File: src/rtl/uart_txlw_pkg.sv
// Shared types and constants for the buffered UART transmitter.
// Assumes 8N1 framing and a 14x oversampled bit period.
package uart_txlw_pkg;

    // Serialiser states
    typedef enum logic [2:0] {
        SH_IDLE,
        SH_START,
        SH_DATA,
        SH_STOP,
        SH_GUARD
    } sh_state_t;

    localparam int OSR     = 14;   // baud ticks per bit
    localparam int CTL_W   = 9;    // control word width
    localparam int BIT_IEN = 5;    // interrupt enable bit
    localparam int BIT_BRK = 8;    // break force bit
    localparam int LVL_W   = 8;    // width of the level field

    // Low-water mark in bytes for a 2-bit selector
    function automatic logic [LVL_W-1:0] mark_bytes(input logic [1:0] sel);
        case (sel)
            2'd0:    return 8'd0;
            2'd1:    return 8'd4;
            2'd2:    return 8'd8;
            default: return 8'd16;
        endcase
    endfunction

endpackage

File: src/rtl/txlw_baud.sv
// Baud tick generator: one tick every RATE+1 clocks.
// Assumes the rate may change at any time; a lowered rate takes effect
// at once because the counter compares with >=.
module txlw_baud #(
    parameter int RATE_W = 8
) (
    input  logic              clk,
    input  logic              rst_n,
    input  logic [RATE_W-1:0] rate,
    output logic              tick
);

    logic [RATE_W-1:0] div_cnt;

    assign tick = (div_cnt >= rate);

    // Free-running divider counter
    always_ff @(posedge clk) begin
        if (!rst_n) begin
            div_cnt <= '0;
        end else if (tick) begin
            div_cnt <= '0;
        end else begin
            div_cnt <= div_cnt + 1'b1;
        end
    end

endmodule

File: src/rtl/txlw_fifo.sv
// Byte queue with occupancy count.
// A push on a full queue and a pop on an empty queue are both ignored.
module txlw_fifo #(
    parameter int DW    = 8,
    parameter int DEPTH = 64
) (
    input  logic                       clk,
    input  logic                       rst_n,
    input  logic                       push,
    input  logic [DW-1:0]              din,
    input  logic                       pop,
    output logic [DW-1:0]              dout,
    output logic [$clog2(DEPTH+1)-1:0] count
);

    localparam int AW = (DEPTH > 1) ? $clog2(DEPTH) : 1;
    localparam int CW = $clog2(DEPTH + 1);

    logic [DW-1:0] mem [DEPTH];
    logic [AW-1:0] wp, rp;
    logic          do_push, do_pop;

    assign do_push = push && (count < CW'(DEPTH));
    assign do_pop  = pop && (count != '0);
    assign dout    = mem[rp];

    // Storage write; entries need no reset
    always_ff @(posedge clk) begin
        if (do_push) begin
            mem[wp] <= din;
        end
    end

    // Pointer and occupancy bookkeeping
    always_ff @(posedge clk) begin
        if (!rst_n) begin
            wp    <= '0;
            rp    <= '0;
            count <= '0;
        end else begin
            if (do_push) begin
                wp <= (wp == AW'(DEPTH - 1)) ? '0 : wp + 1'b1;
            end
            if (do_pop) begin
                rp <= (rp == AW'(DEPTH - 1)) ? '0 : rp + 1'b1;
            end
            case ({do_push, do_pop})
                2'b10:   count <= count + 1'b1;
                2'b01:   count <= count - 1'b1;
                default: count <= count;
            endcase
        end
    end

endmodule

File: src/rtl/txlw_shifter.sv
// Frame serialiser: start, DW data bits LSB first, stop, each OSR ticks.
// Assumes the baud tick is a single-clock pulse. Frames start only on a
// tick, so every bit is exactly OSR ticks. After a break it inserts one
// idle bit time before the next frame.
module txlw_shifter
    import uart_txlw_pkg::*;
#(
    parameter int DW  = 8,
    parameter int NSR = OSR
) (
    input  logic          clk,
    input  logic          rst_n,
    input  logic          tick,
    input  logic          brk,
    input  logic          have_data,
    input  logic [DW-1:0] din,
    output logic          pop,
    output logic          line
);

    localparam int SW = $clog2(NSR);
    localparam int BW = (DW > 1) ? $clog2(DW) : 1;

    sh_state_t     state;
    logic [SW-1:0] sub;
    logic [BW-1:0] bit_idx;
    logic [DW-1:0] shreg;
    logic          brk_seen;
    logic          bit_end;

    assign bit_end = tick && (sub == SW'(NSR - 1));
    assign pop     = have_data && !brk && !brk_seen &&
                     ((state == SH_IDLE && tick) || (state == SH_STOP && bit_end));

    // Frame sequencing and line drive
    always_ff @(posedge clk) begin
        if (!rst_n) begin
            state    <= SH_IDLE;
            sub      <= '0;
            bit_idx  <= '0;
            shreg    <= '0;
            brk_seen <= 1'b0;
            line     <= 1'b1;
        end else begin
            if (brk) begin
                brk_seen <= 1'b1;
            end
            if (tick && state != SH_IDLE) begin
                sub <= bit_end ? '0 : sub + 1'b1;
            end
            case (state)
                SH_IDLE: begin
                    sub <= '0;
                    if (!brk && brk_seen) begin
                        brk_seen <= 1'b0;
                        line     <= 1'b1;
                        state    <= SH_GUARD;
                    end else if (pop) begin
                        shreg <= din;
                        line  <= 1'b0;
                        state <= SH_START;
                    end
                end
                SH_START: begin
                    if (bit_end) begin
                        line    <= shreg[0];
                        bit_idx <= '0;
                        state   <= SH_DATA;
                    end
                end
                SH_DATA: begin
                    if (bit_end) begin
                        if (bit_idx == BW'(DW - 1)) begin
                            line  <= 1'b1;
                            state <= SH_STOP;
                        end else begin
                            shreg   <= shreg >> 1;
                            line    <= shreg[1];
                            bit_idx <= bit_idx + 1'b1;
                        end
                    end
                end
                SH_STOP: begin
                    if (bit_end) begin
                        if (pop) begin
                            shreg <= din;
                            line  <= 1'b0;
                            state <= SH_START;
                        end else begin
                            state <= SH_IDLE;
                        end
                    end
                end
                SH_GUARD: begin
                    line <= 1'b1;
                    if (bit_end) begin
                        state <= SH_IDLE;
                    end
                end
                default: state <= SH_IDLE;
            endcase
        end
    end

endmodule

File: src/rtl/uart_txlw.sv
// Buffered UART transmitter top: queue, baud tick, serialiser, control
// word, rate register and latched low-water status with interrupt.
// Assumes DEPTH fits the 8-bit level field.
module uart_txlw
    import uart_txlw_pkg::*;
#(
    parameter int              DEPTH    = 64,
    parameter int              DW       = 8,
    parameter int              RATE_W   = 8,
    parameter logic [RATE_W-1:0] RATE_RST = {RATE_W{1'b1}}
) (
    input  logic              clk,
    input  logic              rst_n,
    input  logic              tx_we,
    input  logic [DW-1:0]     tx_wdata,
    input  logic              ctl_we,
    input  logic [CTL_W-1:0]  ctl_wdata,
    output logic [CTL_W-1:0]  ctl_q,
    input  logic              rate_we,
    input  logic [RATE_W-1:0] rate_wdata,
    input  logic              ist_we,
    input  logic              ist_wdata,
    output logic              ist_q,
    output logic [15:0]       level_q,
    output logic              irq,
    output logic              txd
);

    localparam int CW = $clog2(DEPTH + 1);

    logic [RATE_W-1:0] rate_q;
    logic              tick;
    logic              fifo_pop;
    logic [DW-1:0]     fifo_dout;
    logic [CW-1:0]     fifo_cnt;
    logic [LVL_W-1:0]  lvl;
    logic              sh_line;
    logic              below_mark;
    logic              below_q;
    logic              tx_evt;

    assign lvl        = LVL_W'(fifo_cnt);
    assign level_q    = {lvl, 8'h00};
    assign below_mark = (lvl <= mark_bytes(ctl_q[1:0]));
    assign tx_evt     = below_mark && !below_q;
    assign irq        = ist_q && ctl_q[BIT_IEN];
    assign txd        = ctl_q[BIT_BRK] ? 1'b0 : sh_line;

    // Control word and rate registers
    always_ff @(posedge clk) begin
        if (!rst_n) begin
            ctl_q  <= '0;
            rate_q <= RATE_RST;
        end else begin
            if (ctl_we)  ctl_q  <= ctl_wdata;
            if (rate_we) rate_q <= rate_wdata;
        end
    end

    // Low-water edge detection and write-1-to-clear status
    always_ff @(posedge clk) begin
        if (!rst_n) begin
            below_q <= 1'b1;
            ist_q   <= 1'b0;
        end else begin
            below_q <= below_mark;
            if (tx_evt) begin
                ist_q <= 1'b1;
            end else if (ist_we && ist_wdata) begin
                ist_q <= 1'b0;
            end
        end
    end

    txlw_baud #(.RATE_W(RATE_W)) u_baud (
        .clk   (clk),
        .rst_n (rst_n),
        .rate  (rate_q),
        .tick  (tick)
    );

    txlw_fifo #(.DW(DW), .DEPTH(DEPTH)) u_fifo (
        .clk   (clk),
        .rst_n (rst_n),
        .push  (tx_we),
        .din   (tx_wdata),
        .pop   (fifo_pop),
        .dout  (fifo_dout),
        .count (fifo_cnt)
    );

    txlw_shifter #(.DW(DW), .NSR(OSR)) u_shift (
        .clk       (clk),
        .rst_n     (rst_n),
        .tick      (tick),
        .brk       (ctl_q[BIT_BRK]),
        .have_data (fifo_cnt != '0),
        .din       (fifo_dout),
        .pop       (fifo_pop),
        .line      (sh_line)
    );

endmodule

File: config.mk
export PLATFORM = sky130hd
export DESIGN_NAME = uart_txlw
export DESIGN_NICKNAME = d
export VERILOG_FILES = /design/src/rtl/uart_txlw_pkg.sv /design/src/rtl/txlw_baud.sv /design/src/rtl/txlw_fifo.sv /design/src/rtl/txlw_shifter.sv /design/src/rtl/uart_txlw.sv
export SDC_FILE = /design/constraint.sdc
export NUM_CORES = 1
export LEC_CHECK = 0
export BUFFER_PORTS_ARGS = -buffer_cell sky130_fd_sc_hd__clkbuf_2
export CORE_ASPECT_RATIO = 0.6
export CORE_UTILIZATION = 30
export DETAILED_ROUTE_END_ITERATION = 10
export GPL_ROUTABILITY_DRIVEN = 0
export SLEW_MARGIN = 20
export SYNTH_ARGS = -nofsm -noshare
export SYNTH_HDL_FRONTEND = slang
export SYNTH_SLANG_ARGS = --single-unit
export TNS_END_PERCENT = 50
File: constraint.sdc
create_clock -name clk -period 3.9 [get_ports clk]
set_input_delay 0.195 -clock clk [delete_from_list [all_inputs] [get_ports clk]]
set_output_delay 0.195 -clock clk [all_outputs]
set_load 0.02 [all_outputs]
# --- Word level (Yosys, flattened, before mapping) ---
# Memories as Yosys holds them, arrays and structs flattened. A register that Yosys moved wholly into a read port is not among the register bits.
# Index checks and enable logic that the tools add are counted.
totals:
  elab_cells: 118
  latch_bits: 0
  input_bits: 32
  reg_bits: 66
  rom_bits: 0
  mem_bits_rw: 512
  memories: 1
  output_inout_bits: 28
classes:
  mul: 0
  bitwise: 1
  n_eq_ne: 20
  n_mux: 40
  div_mod_pow: 0
  n_addsub: 7
  n_reduce_logical: 32
  order_cmp: 3
  n_shift: 0
mem_list:
  columns: ["name", "depth", "width", "rd", "rd_clocked_by_memory_dff", "write_ports", "line_no", "text"]
  rows:
  - ["u_fifo.mem", 64, 8, 1, 1, 1, "txlw_fifo.sv:19", "logic [DW-1:0] mem [DEPTH];"]
ops:
  columns: ["cell", "count"]
  rows:
  - ["2-to-1 mux 8 bit", 5]
  - ["2-to-1 mux 3 bit", 9]
  - ["2-to-1 mux 6 bit", 4]
  - ["case mux 8 bit (3 select lines)", 1]
  - ["2-to-1 mux 1 bit", 15]
  - ["case mux 3 bit (5 select lines)", 1]
  - ["case mux 5 bit (3 select lines)", 1]
  - ["case mux 7 bit (2 select lines)", 1]
  - ["logical AND 1 bit", 13]
  - ["adder 6 x 1 -> 6 bit, second input constant", 2]
  - ["== test 6 bit, second input constant", 2]
  - ["inequality test 2 x 1 -> 1 bit, second input constant", 5]
  - ["adder 8 x 1 -> 8 bit, second input constant", 1]
  - ["greater-or-equal comparator 8 bit", 1]
  - ["<= comparator 7 x 8 -> 1 bit", 1]
  - ["AND reduction 4 bit", 2]
  - ["adder 7 x 1 -> 7 bit, second input constant", 1]
  - ["< comparator 7 bit, second input constant", 1]
  - ["nonzero test 7 bit", 1]
  - ["subtractor 7 x 1 -> 7 bit, second input constant", 1]
  - ["== test 3 x 2 -> 1 bit, second input constant", 2]
  - ["== test 3 bit, second input constant", 2]
  - ["case mux 3 bit (2 select lines)", 1]
  - ["AND reduction 6 bit", 1]
  - ["20 further kinds", 29]

# --- Longest topological paths before layout ---
# Gate-level depths: netlist of run 1.
logic_depth:
  depth_word: 8
  ltp_mapped: 18
  mapped_depth_nobuf: 16

# --- Hierarchy ---
# From an unflattened synthesis of run 1, not the netlist that was laid out.
hier_totals:
  hier_cells: 1320
  hier_area_um2: 23691.5
by_module_without_submodules:
  columns: ["mod", "area_per_inst_um2", "cells_per_inst", "seq_area_each_um2", "instances"]
  rows:
  - ["txlw_fifo", 21121.5, 1045, 15875.2, 1]
  - ["txlw_shifter", 1174.9, 128, 400.4, 1]
  - ["uart_txlw", 869.6, 89, 380.4, 1]
  - ["txlw_baud", 525.5, 58, 160.2, 1]

# --- Worst setup path before layout of run 1 ---
# Ideal clock, no wire load.
synth_timing:
  kind: "register to register"
  from: "reg u_baud.div_cnt[0]"
  to: "reg u_fifo.count[6]"
  t_arrival_ns: 3.560
  setup_time_ns: 0.072
  stages_incl_launch_ff: 18
  setup_slack_ns: 0.268
  path_buffers: 1
  required_time_ns: 3.828
  period_less_slack_ns: 3.632
  cell_sequence: "dfxtp_1 > inv_1 > ha_1 > nand2b_1 > a31oi_1 > o41ai_1 > nand2_1 > inv_2 > ha_1 > clkbuf_1 > xor2_1 > ha_1 > and4b_1 > o21ai_0 > o21ai_0 > a21oi_1 > mux2i_1 > mux2i_1"
synth_between:
  elab_chain_cells: 8
  word_cells_on_any_way: 11
  classes_between: "order compare (1); eq/ne (2); mux (1); reduce/logical (7)"
synth_lines:
  columns: ["element", "line_no", "text"]
  rows:
  - ["start: declaration", "txlw_baud.sv:13", "logic [RATE_W-1:0] div_cnt;"]
  - ["start signal: assignment", "txlw_baud.sv:24", "div_cnt <= div_cnt + 1'b1;"]
  - ["greater-or-equal comparator 8 bit *", "txlw_baud.sv:15", "assign tick = (div_cnt >= rate);"]
  - ["logical AND 1 bit", "txlw_shifter.sv:31", "assign bit_end = tick && (sub == SW'(NSR - 1));"]
  - ["logical AND 1 bit", "txlw_shifter.sv:33", "((state == SH_IDLE && tick) || (state == SH_STOP && bit_end));"]
  - ["logical OR 1 bit *", "txlw_shifter.sv:33", null]
  - ["logical AND 1 bit *", "txlw_shifter.sv:32", "assign pop = have_data && !brk && !brk_seen &&"]
  - ["logical AND 1 bit *", "txlw_fifo.sv:24", "assign do_pop = pop && (count != '0);"]
  - ["== test 2 x 1 -> 1 bit or == test 2 bit (tied branches)", "txlw_fifo.sv:47", "case ({do_push, do_pop})"]
  - ["case mux 7 bit (2 select lines) or nonzero test 2 bit (tied branches)", null, null]
  - ["end signal: assignment", "txlw_fifo.sv:48", "2'b10: count <= count + 1'b1;"]
  - ["end signal: assignment", "txlw_fifo.sv:49", "2'b01: count <= count - 1'b1;"]
  - ["end signal: assignment", "txlw_fifo.sv:50", "default: count <= count;"]
  - ["end: declaration", "txlw_fifo.sv:13", "output logic [$clog2(DEPTH+1)-1:0] count"]
# Every way passes the cells marked *; elsewhere a longest branch is shown, timed or not.
# A chain may end at the register's enable or synchronous reset.

# --- Worst setup path in the final report of run 1 ---
layout_timing:
  from: "reg u_baud.div_cnt[0]"
  to: "reg u_fifo.count[5]"
# Same word-level chain as after synthesis.

==> results of run 1 <==
stage by stage:
stage | utilization [%] | instance area (um^2) | cells | setup WS, ns
final | 34.52 | 26820 | 2515 | 0.4927
after global routing | 34.52 | 26820 | 2515 | 0.1709
after CTS | 34.51 | 26810 | 2515 | 0.4634
after detailed placement | 32.24 | 25050 | 2403 | 0.5009
after global placement | 32.24 | 25050 | 2403 | 0.5183
after floorplan | - | 23620 | 1356 | 0.2683
layout by cell type (no fill, tap or decap), types with 8 or more instances in the layout:
| cell type | synthesis | final |
|---|---|---|
| sky130_fd_sc_hd__edfxtp_1 | 512 | 512 |
| sky130_fd_sc_hd__nor2_1 | 127 | 126 |
| sky130_fd_sc_hd__mux4_2 | 124 | 124 |
| sky130_fd_sc_hd__dfxtp_1 | 72 | 69 |
| sky130_fd_sc_hd__nand2_1 | 52 | 52 |
| sky130_fd_sc_hd__clkbuf_16 | 0 | 52 |
| sky130_fd_sc_hd__clkbuf_2 | 1 | 49 |
| sky130_fd_sc_hd__mux2i_1 | 43 | 43 |
| sky130_fd_sc_hd__a22oi_1 | 30 | 30 |
| sky130_fd_sc_hd__buf_4 | 17 | 25 |
| sky130_fd_sc_hd__a21oi_1 | 24 | 24 |
| sky130_fd_sc_hd__clkbuf_1 | 37 | 23 |
| sky130_fd_sc_hd__ha_1 | 22 | 22 |
| sky130_fd_sc_hd__nor2b_1 | 20 | 20 |
| sky130_fd_sc_hd__nand3_1 | 20 | 20 |
| sky130_fd_sc_hd__dlygate4sd3_1 | 0 | 19 |
| sky130_fd_sc_hd__nand2b_1 | 18 | 18 |
| sky130_fd_sc_hd__xor2_1 | 16 | 16 |
| sky130_fd_sc_hd__o21ai_0 | 15 | 15 |
| sky130_fd_sc_hd__o221ai_1 | 13 | 13 |
| sky130_fd_sc_hd__inv_1 | 12 | 12 |
| sky130_fd_sc_hd__or3_1 | 10 | 10 |
| sky130_fd_sc_hd__o211ai_1 | 9 | 9 |
| sky130_fd_sc_hd__conb_1 | 1 | 9 |
| sky130_fd_sc_hd__nand3b_1 | 8 | 8 |
| sky130_fd_sc_hd__a31oi_1 | 8 | 8 |
| sky130_fd_sc_hd__and3_1 | 8 | 8 |
final cells by class:
type | instances | area, um^2 | share of cell area, %
repair buffers | 100 | 763.2 | 2.846
inverters | 14 | 52.55 | 0.1959
flip-flops and latches | 584 | 16820 | 62.73
clock inverters | 13 | 121.4 | 0.4525
clock buffers | 80 | 1456 | 5.430
well taps | 1053 | 1318 | 4.912
multi-input cells | 671 | 6286 | 23.44
power by group:
| part | internal (uW) | leakage (uW) | switching, uW |
|---|---|---|---|
| clock network | 2700 | 0.000766 | 2230 |
| logic | 92.6 | 0.00243 | 222 |
| registers | 6820 | 0.00519 | 26.3 |
routing by layer:
| layer | vias to the layer above | part of all wire (%) |
|---|---|---|
| li1 | 5475 | - |
| met1 | 6623 | 51 |
| met2 | 418 | 39 |
| met3 | 53 | 8.8 |
| met4 | 0 | 0.95 |
| met5 | - | 0 |
path summary, 6_finish.rpt:
| check | cells after the start | start | end | slack, ns |
|---|---|---|---|---|
| worst max-delay path | 16 | u_baud.div_cnt[0]$_SDFF_PP0_ | u_fifo.count[5]$_SDFFE_PN0P_ | 0.49 |
| worst min-delay path | 3 | rate_we | rate_q[2]$_SDFFE_PN1P_ | 0.07 |
| worst max register to register | 16 | u_baud.div_cnt[0]$_SDFF_PP0_ | u_fifo.count[5]$_SDFFE_PN0P_ | 0.49 |
| worst min register to register | 1 | u_baud.div_cnt[0]$_SDFF_PP0_ | u_baud.div_cnt[0]$_SDFF_PP0_ | 0.48 |
cell families after synthesis:
group	count (synthesis)
compound gates	144
xor+xnor	23
fa+ha+maj	22
buf+inv	101
flops	584
mux	170
other cells	1
simple gates	303
tightest hold or removal path, cell delays in order:
cell and delay, ns:
sky130_fd_sc_hd__clkbuf_2 0.22, sky130_fd_sc_hd__nand2_1 0.11, sky130_fd_sc_hd__o211ai_1 0.07
state kept, by name (all words and copies together) (netlist names), named ones only:
| name | count |
|---|---|
| u_shift.bit_idx | 3 |
| u_fifo.wp | 6 |
| u_shift.state | 3 |
| ctl_q | 9 |
| u_fifo.rp | 6 |
| ist_q | 1 |
| u_shift.brk_seen | 1 |
| rate_q | 8 |
| u_shift.shreg | 8 |
| u_fifo.mem | 512 |
| below_q | 1 |
| u_shift.sub | 4 |
| u_baud.div_cnt | 8 |
| u_fifo.count | 7 |
| u_shift.line | 1 |
==> metrics.md, run 1 <==
| Metric | Value |
|---|---|
| Post-cts gate resize count | 0 |
| Area growth syn-to-layout | 13.72% |
| Sequence of cells on the critical path | inv_1, ha_1, nand2b_1, a31oi_1, o41ai_2, buf_4, nand2_1, inv_2, ha_1, buf_4, and3b_1, o21ai_1, a22oi_1, a211oi_1, xor2_1, o31ai_1 |
| Iteration count of the initial detailed-routing pass | 5 |
| Share of cells above drive strength 1 | between 20 and 25% |
| Power density over cell area | 450.8 mW/mm^2 |
| Met1 Resource Use GR | approximately 23% |
| Post-route minimum period | 3.407 ns |
| Synthesized-area fraction occupied by xor and xnor cells | less than 1% |
| DPL Wire Length | 36670 um |
| Delay-heaviest family, CP | compound AO/OA/AOI/OAI gates |
| Top cell type by total area after synthesis | sky130_fd_sc_hd__edfxtp_1 |
| Slowest Stage Delay on Critical Path | ~0.4 ns |
| Final clock skew | about 0.021 ns |
| FP Rows | 79 |
| GR Util met2 | a little under a fifth |
| Total via count after detailed routing | approximately 13000 |
| Initial antenna violation count | 0 |
| Count of yosys warnings during synthesis | 0 |
| Kind of end point of the critical path | flop |
| Avg Synthesized Cell Area | 17.50 um^2 |
| Wire length of the first global-routing pass | 82660 um |
| Cell at the slowest stage of the critical path | sky130_fd_sc_hd__o41ai_2 |
| Number of unique standard cell types used by synthesis | 66 |
| Flop and latch count out of synthesis | 584 |
| Dominant combinational cell family by area after synthesis | multiplexers |
| Number of violations reported at the end of detailed-routing iteration 0 | between 1000 and 1500 |
| Endpoint arrival time on the critical path | roughly 3.9 ns |
| Number of I/O port buffers | 50 |
| Number of levels in the clock H-tree | 2 |
| Smallest hold slack | approximately 0.075 ns |
| Total CTS buffers | 50 |
| Maximum frequency from static timing analysis | between 0.2 and 0.3 GHz |
| Met3 Resource Use GR | between 3 and 4% |
| Design Power | ~12000 uW |
| Max Transition Viols Final | 0 |
| Synth cell count leaders | sky130_fd_sc_hd__edfxtp_1 (512), sky130_fd_sc_hd__nor2_1 (127), sky130_fd_sc_hd__mux4_2 (124) |
| Post-DR vias/cell | ~5 |
| CTS Root Buffer Type | sky130_fd_sc_hd__clkbuf_16 |
| Total wire length after detailed routing | 55840 um |
| Setup Total Neg Slack | 0 ns |
| Final setup viols | 0 |
| Share of synthesized area spent on multiplexers | between 10 and 15% |
| Largest voltage drop on the vdd net | 341.9 uV |
| Count of maximum capacitance violations | 0 |
| Clock latency of the later-clocked register in the worst-skew pair | slightly below 0.6 ns |
| Max-slew headroom | between 20% and 30% |
| Number of flops mapped to enable cells by yosys | roughly 500 |
| Type of the worst min-delay path | input pin to flop |
| Cell area after synthesis | roughly 0.024 mm^2 |
| Leakage power total | between 0.008 and 0.009 uW |
| Quantity of hold-fixing buffers added after cts | 19 |
| Core Region | around 0.08 mm^2 |
| Period Utilization, post-route | ~87% |
| CTS tree | built |
| Fraction of the mapped netlist area in compound gates | under 10% |
| Most frequently used flop master after synthesis | sky130_fd_sc_hd__edfxtp_1 |
| Clock-pin slew on the worst setup and hold paths | 0.07 ns |
| Count of pins on the block boundary | 60 |
| Worst Path Required | approximately 4.4 ns |
| Kind of start point of the critical path | flop |
| Share of synthesized cell area in full adder, half adder and majority cells | 1.167% |
| Via count of the first global-routing pass | between 10000 and 15000 |
| Number of sinks on the clock net | ~580 |
| Antenna-violating nets left | 0 |
| GR peak layer | met1 |
| Biggest fanout along the worst timing path | 17 |
| Nets@finish | 1475 |
| Post-route DRC | 0 |
| Area fraction of the dominant cell type after synthesis | approximately 65% |
| Share of synthesized area occupied by flip-flops and latches | 71.30% |
| Remaining global-route overflow | 0 |
| Maximum root-to-sink buffer count | 3 |
| Cell types occupying the most area after synthesis | sky130_fd_sc_hd__edfxtp_1 (65%), sky130_fd_sc_hd__mux4_2 (12%), sky130_fd_sc_hd__dfxtp_1 (6.1%) |
| Initial core utilization | a little under a third |
| Synthesized instance count | around 1300 |
| Buffers & Inverters on Critical Path | 4 |
| Total of fill cells in the finished design | about 7300 |
| Simple logic cell fraction of the synthesized area | under 10% |
| Routed wirelength normalized by instance count | between 20 and 25 um |
| GRT Util Overall | between 10% and 20% |
| Least-Margin Pin Slew | between 1 and 1.5 ns |
| Die Footprint | ~0.080 mm^2 |
| Pin count of the biggest net entering global routing | 65 |
| Antenna Diode Count | 0 |
| Unrepaired setup endpoints after global routing | no |
| Worst setup path class | flop to flop |
| Buffers inserted by post-CTS timing repair | 0 |
| Final Hold Vio Count | 0 |
| Die width | around 360 um |
| Synth async-reset ratio | 0% |
| Die boundary height | about 220 um |
| Top-count cell post-synth | sky130_fd_sc_hd__edfxtp_1 |
| Result of the run | finished, final reports clean |
No activity file was read; power rests on OpenSTA's default activity.
==> run 2, diff against run 1 <==
Settings changed: ABC_AREA set to 1.
==> run 2 against run 1 <==
  * Synthesized cell count grew 71%
  * Largest power group unchanged
  * Worst setup slack improved by 0.19 ns
  * Clock skew rose by 0.0061 ns
  * Highest routed layer unchanged
  * Critical path type unchanged
==> metrics.md, run 2 <==
| Metric | Value |
|---|---|
| Result of the run | finished, final reports clean |
| Setup Total Neg Slack | 0 ns (unchanged) |
| Clock-pin slew on the worst setup and hold paths | 0.07 ns (about the same) |
| Worst setup path class | flop to flop |
| Share of cells above drive strength 1 | 8.197% (-12 points) |
| Total via count after detailed routing | 16770 (+33%) |
| Post-route DRC | 0 (unchanged) |
| Cell count of the worst hold path | 2 (-1) |
| Worst Path Required | 4.40 ns (about the same) |
| Type of the worst min-delay path | input pin to flop |
| Number of I/O port buffers | 50 (unchanged) |
| Final clock skew | 0.02704 ns (+0.006140 ns) |
| Via count of the first global-routing pass | 15520 (+27%) |
| Synth async-reset ratio | 0% (unchanged) |
| Worst r2r path cells | 22 (+6) |
| Final Hold Vio Count | 0 (unchanged) |
| Capture endpoint of the worst hold path | rate_q[1]$_SDFFE_PN1P_ |
| Die Footprint | 0.08286 mm^2 (+3.9%) |
| Number of unique standard cell types used by synthesis | 37 (-44%) |
| Count of maximum capacitance violations | 0 (unchanged) |
| Largest register FFs | 512 (unchanged) |
| FF-to-FF End | u_fifo.count[6]$_SDFFE_PN0P_ |
| Register with the most flip-flops | u_fifo.mem |
| Sw frac | 22.25% (+1.7 points) |
| Clock latency of the later-clocked register in the worst-skew pair | 0.62 ns (+0.03 ns) |
| Post-DR vias/cell | 4.852 (-2.9%) |
| Maximum frequency from static timing analysis | 0.3110 GHz (+6.0%) |
| Power density over cell area | 461.9 mW/mm^2 (+2.5%) |
| Die width | 371.0 um (+1.9%) |
| Flop and latch count out of synthesis | 584 (unchanged) |
| Count of placed standard cells in the final layout, fillers left out | 3457 (+37%) |
| Avg Synthesized Cell Area | 10.64 um^2 (-39%) |
| Most frequently used flop master after synthesis | sky130_fd_sc_hd__edfxtp_1 |
| Iteration count of the initial detailed-routing pass | 5 (unchanged) |
| Cell area after synthesis | 0.02450 mm^2 (+3.9%) |
| Core Region | 0.08018 mm^2 (+3.2%) |
| Least setup slack across all paths after layout | 0.6842 ns (+0.1915 ns) |
| Simple logic cell fraction of the synthesized area | 23.76% (+18 points) |
| Most common cell after layout, fill and taps aside | sky130_fd_sc_hd__nand2_1 |
| Share of synthesized cell area in full adder, half adder and majority cells | 1.123% (-0.044 points) |
| Total CTS buffers | 53 (+6.0%) |
| Number of flops mapped to enable cells by yosys | 512 (unchanged) |
| Worst setup slack for register-to-register paths | 0.68 ns (+0.19 ns) |
| Largest registers ranked by flip-flop count | u_fifo.mem x512, ctl_q x9 |
| Largest voltage drop on the vdd net | 308.5 uV (-9.8%) |
| Flop pwr share | 53.4% (-3.2 points) |
| Max-slew headroom | 27.16% (+2.8 points) |
| CTS Root Buffer Type | sky130_fd_sc_hd__clkbuf_16 |
| Synthesized-area fraction occupied by xor and xnor cells | 0.5004% (-0.35 points) |
| Sw power | 2867 uW (+16%) |
| DPL Wire Length | 39600 um (+8.0%) |
| Count of yosys warnings during synthesis | 0 (unchanged) |
| GRT Util Overall | 15.41% (+1.4 points) |
| Buffers inserted by post-CTS timing repair | 0 (unchanged) |
| Share of synthesized area spent on multiplexers | 0% (-14 points) |
| Kind of start point of the critical path | flop |
| Number of sinks on the clock net | 584 (unchanged) |
| Total of fill cells in the finished design | 7958 (+8.7%) |
| Maximum root-to-sink buffer count | 3 (unchanged) |
| Total wire length after detailed routing | 64480 um (+15%) |
| Area growth syn-to-layout | 13.87% |
| Routed wirelength normalized by instance count | 18.65 um (-16%) |
| Number of violations reported at the end of detailed-routing iteration 0 | 1983 (+42%) |
| Placed instance count | 3326 (+38%) |
| Dominant combinational cell family by area after synthesis | simple AND/OR/NAND/NOR gates |
| R2r startpoint | u_baud.div_cnt[0]$_SDFF_PP0_ |
| Least-Margin Pin Slew | 1.093 ns (-0.04081 ns) |
| Count of pins on the block boundary | 60 (unchanged) |
| Post-route minimum period | 3.216 ns (-0.1915 ns) |
| Leakage power total | 0.01017 uW (+21%) |
| Flip-flop and latch area | 0.01682 mm^2 (unchanged) |
| Synthesized instance count | 2302 (+71%) |
| Number of levels in the clock H-tree | 2 (unchanged) |
| Launch instance of the worst min-delay path | rate_we |
| Biggest fanout along the worst timing path | 10 (-7) |
| FP Rows | 80 (+1.3%) |
| Synth cell count leaders | sky130_fd_sc_hd__nand2_1 (743), sky130_fd_sc_hd__edfxtp_1 (512), sky130_fd_sc_hd__nand3_1 (455) |
| Comb power frac | 4.7% (+2.1 points) |
| Clock power frac | 41.9% (+1.1 points) |
| Pin count of the biggest net entering global routing | 159 (+140%) |
| Antenna-violating nets left | 0 (unchanged) |
| Pre-CTS WS | 0.7045 ns (+0.2036 ns) |
| Final setup viols | 0 (unchanged) |
| Remaining global-route overflow | 0 (unchanged) |
| Nets@finish | 2401 (+63%) |
| Fraction of the mapped netlist area in compound gates | 2.053% (-2.4 points) |
| Die boundary height | 223.4 um (+1.9%) |
| Kind of end point of the critical path | flop |
| Period Utilization, post-route | 82.46% (-4.9 points) |
| Unrepaired setup endpoints after global routing | no |
| Top cell type by total area after synthesis | sky130_fd_sc_hd__edfxtp_1 |
| Area fraction of the dominant cell type after synthesis | 62.75% (-2.4 points) |
| Max Transition Viols Final | 0 (unchanged) |
| Total internal power | 10020 uW (+4.3%) |
| Endpoint arrival time on the critical path | 3.71 ns (-0.19 ns) |
| Share of synthesized area occupied by flip-flops and latches | 68.63% (-2.7 points) |
| Commonest non-fill, non-tap cells in the layout | sky130_fd_sc_hd__nand2_1 (743), sky130_fd_sc_hd__edfxtp_1 (512), sky130_fd_sc_hd__nand3_1 (455) |
| Cell types occupying the most area after synthesis | sky130_fd_sc_hd__edfxtp_1 (63%), sky130_fd_sc_hd__nand2_1 (11%), sky130_fd_sc_hd__nand3_1 (9.3%) |
| Initial antenna violation count | 0 (unchanged) |
| Top-count cell post-synth | sky130_fd_sc_hd__nand2_1 |
| CTS tree | built |
| Antenna Diode Count | 0 (unchanged) |
| Area of combinational cells with multiple inputs | 0.006758 mm^2 (+7.5%) |
| Initial core utilization | 30.56% (+0.20 points) |
| Wire length of the first global-routing pass | 97800 um (+18%) |
## run 2: kinds of logic (layout without fill, tap and decap cells)
group | count (synthesis) | count (layout)
xor gates and xnor gates | 14 | 14
and+or+nand+nor | 1374 | 1374
other | 1 | 9
buffers and inverters | 213 | 294
adders and majority gates | 22 | 22
AOI/OAI and AO/OA | 94 | 94
DFF | 584 | 584
## run 2: metrics by stage
step / utilization (%) / total power [uW] / hold WS, ns / instance area [um^2]
floorplan: - / 7351 / 0.2939 / 24530
global placement: 32.19 / 7591 / 0.4174 / 25810
detailed placement: 32.19 / 7590 / 0.4202 / 25810
CTS: 34.80 / 12980 / 0.01362 / 27900
global route: 34.80 / 13260 / 0.1001 / 27900
finish: 34.80 / 12890 / 0.04664 / 27900
## run 2: layer usage
metal	vias up	part of all wire, %	GRT usage, %
met2	661	38	19.60
li1	7987	-	-
met1	8043	50	25.17
met4	0	1.5	3.000
met5	-	0	0
met3	81	10	4.224
## run 2: how the worst max path moves through the flow
| stage | from | to | slack [ns] | depth (start not counted) |
|---|---|---|---|---|
| final | u_baud.div_cnt[0]$_SDFF_PP0_ | u_fifo.count[6]$_SDFFE_PN0P_ | 0.68 | 22 |
| after detailed placement | u_baud.div_cnt[0]$_SDFF_PP0_ | u_fifo.count[6]$_SDFFE_PN0P_ | 0.70 | 22 |
| after global routing | u_baud.div_cnt[0]$_SDFF_PP0_ | u_fifo.count[6]$_SDFFE_PN0P_ | 0.29 | 21 |
| after global placement | u_baud.div_cnt[0]$_SDFF_PP0_ | u_fifo.count[6]$_SDFFE_PN0P_ | 0.76 | 22 |
| after CTS | u_baud.div_cnt[0]$_SDFF_PP0_ | u_fifo.count[6]$_SDFFE_PN0P_ | 0.68 | 22 |
| after floorplan | u_baud.div_cnt[0]$_SDFF_PP0_ | u_fifo.count[6]$_SDFFE_PN0P_ | 1.17 | 22 |
## run 2: what timing repair did
action                                 in CTS  in global routing
hold buffers                               32                  0
gates resized for setup                     0                  0
endpoints found under the hold margin      18                  0
## run 2: area by class of cell
cell class              instances  share of cell area (%)
repair buffers                113                   3.193
inverters                      82                   1.148
clock inverters                37                   1.453
clock buffers                  62                   4.910
well taps                    1066                   4.780
multi-input cells            1513                   24.22
flip-flops and latches        584                   60.30
## run 2: power groups by stage
stage	clock, uW	combinational [uW]	sequential [uW]
floorplan	0	325	7030
global placement	0	575	7020
detailed placement	0	571	7020
CTS	5500	600	6880
global route	5710	671	6890
finish	5400	604	6880
## run 2: worst max-delay path, cell delays in order, from the launching register on
cell	delay, ns
sky130_fd_sc_hd__dfxtp_1	0.41
sky130_fd_sc_hd__inv_1	0.07
sky130_fd_sc_hd__ha_1	0.28
sky130_fd_sc_hd__nand2_1	0.05
sky130_fd_sc_hd__nor2_1	0.08
sky130_fd_sc_hd__nor2_1	0.04
sky130_fd_sc_hd__o21ai_1	0.07
sky130_fd_sc_hd__nand2_1	0.08
sky130_fd_sc_hd__nand2_2	0.13
sky130_fd_sc_hd__nand2_2	0.15
sky130_fd_sc_hd__inv_1	0.22
sky130_fd_sc_hd__ha_1	0.42
sky130_fd_sc_hd__xor2_1	0.23
sky130_fd_sc_hd__ha_1	0.17
sky130_fd_sc_hd__inv_1	0.03
sky130_fd_sc_hd__nand2_1	0.10
sky130_fd_sc_hd__nand3_1	0.09
sky130_fd_sc_hd__nand3b_1	0.12
sky130_fd_sc_hd__a21oi_1	0.07
sky130_fd_sc_hd__o21ai_0	0.12
sky130_fd_sc_hd__nand2_1	0.08
sky130_fd_sc_hd__nand2_1	0.06
sky130_fd_sc_hd__nor2_1	0.04
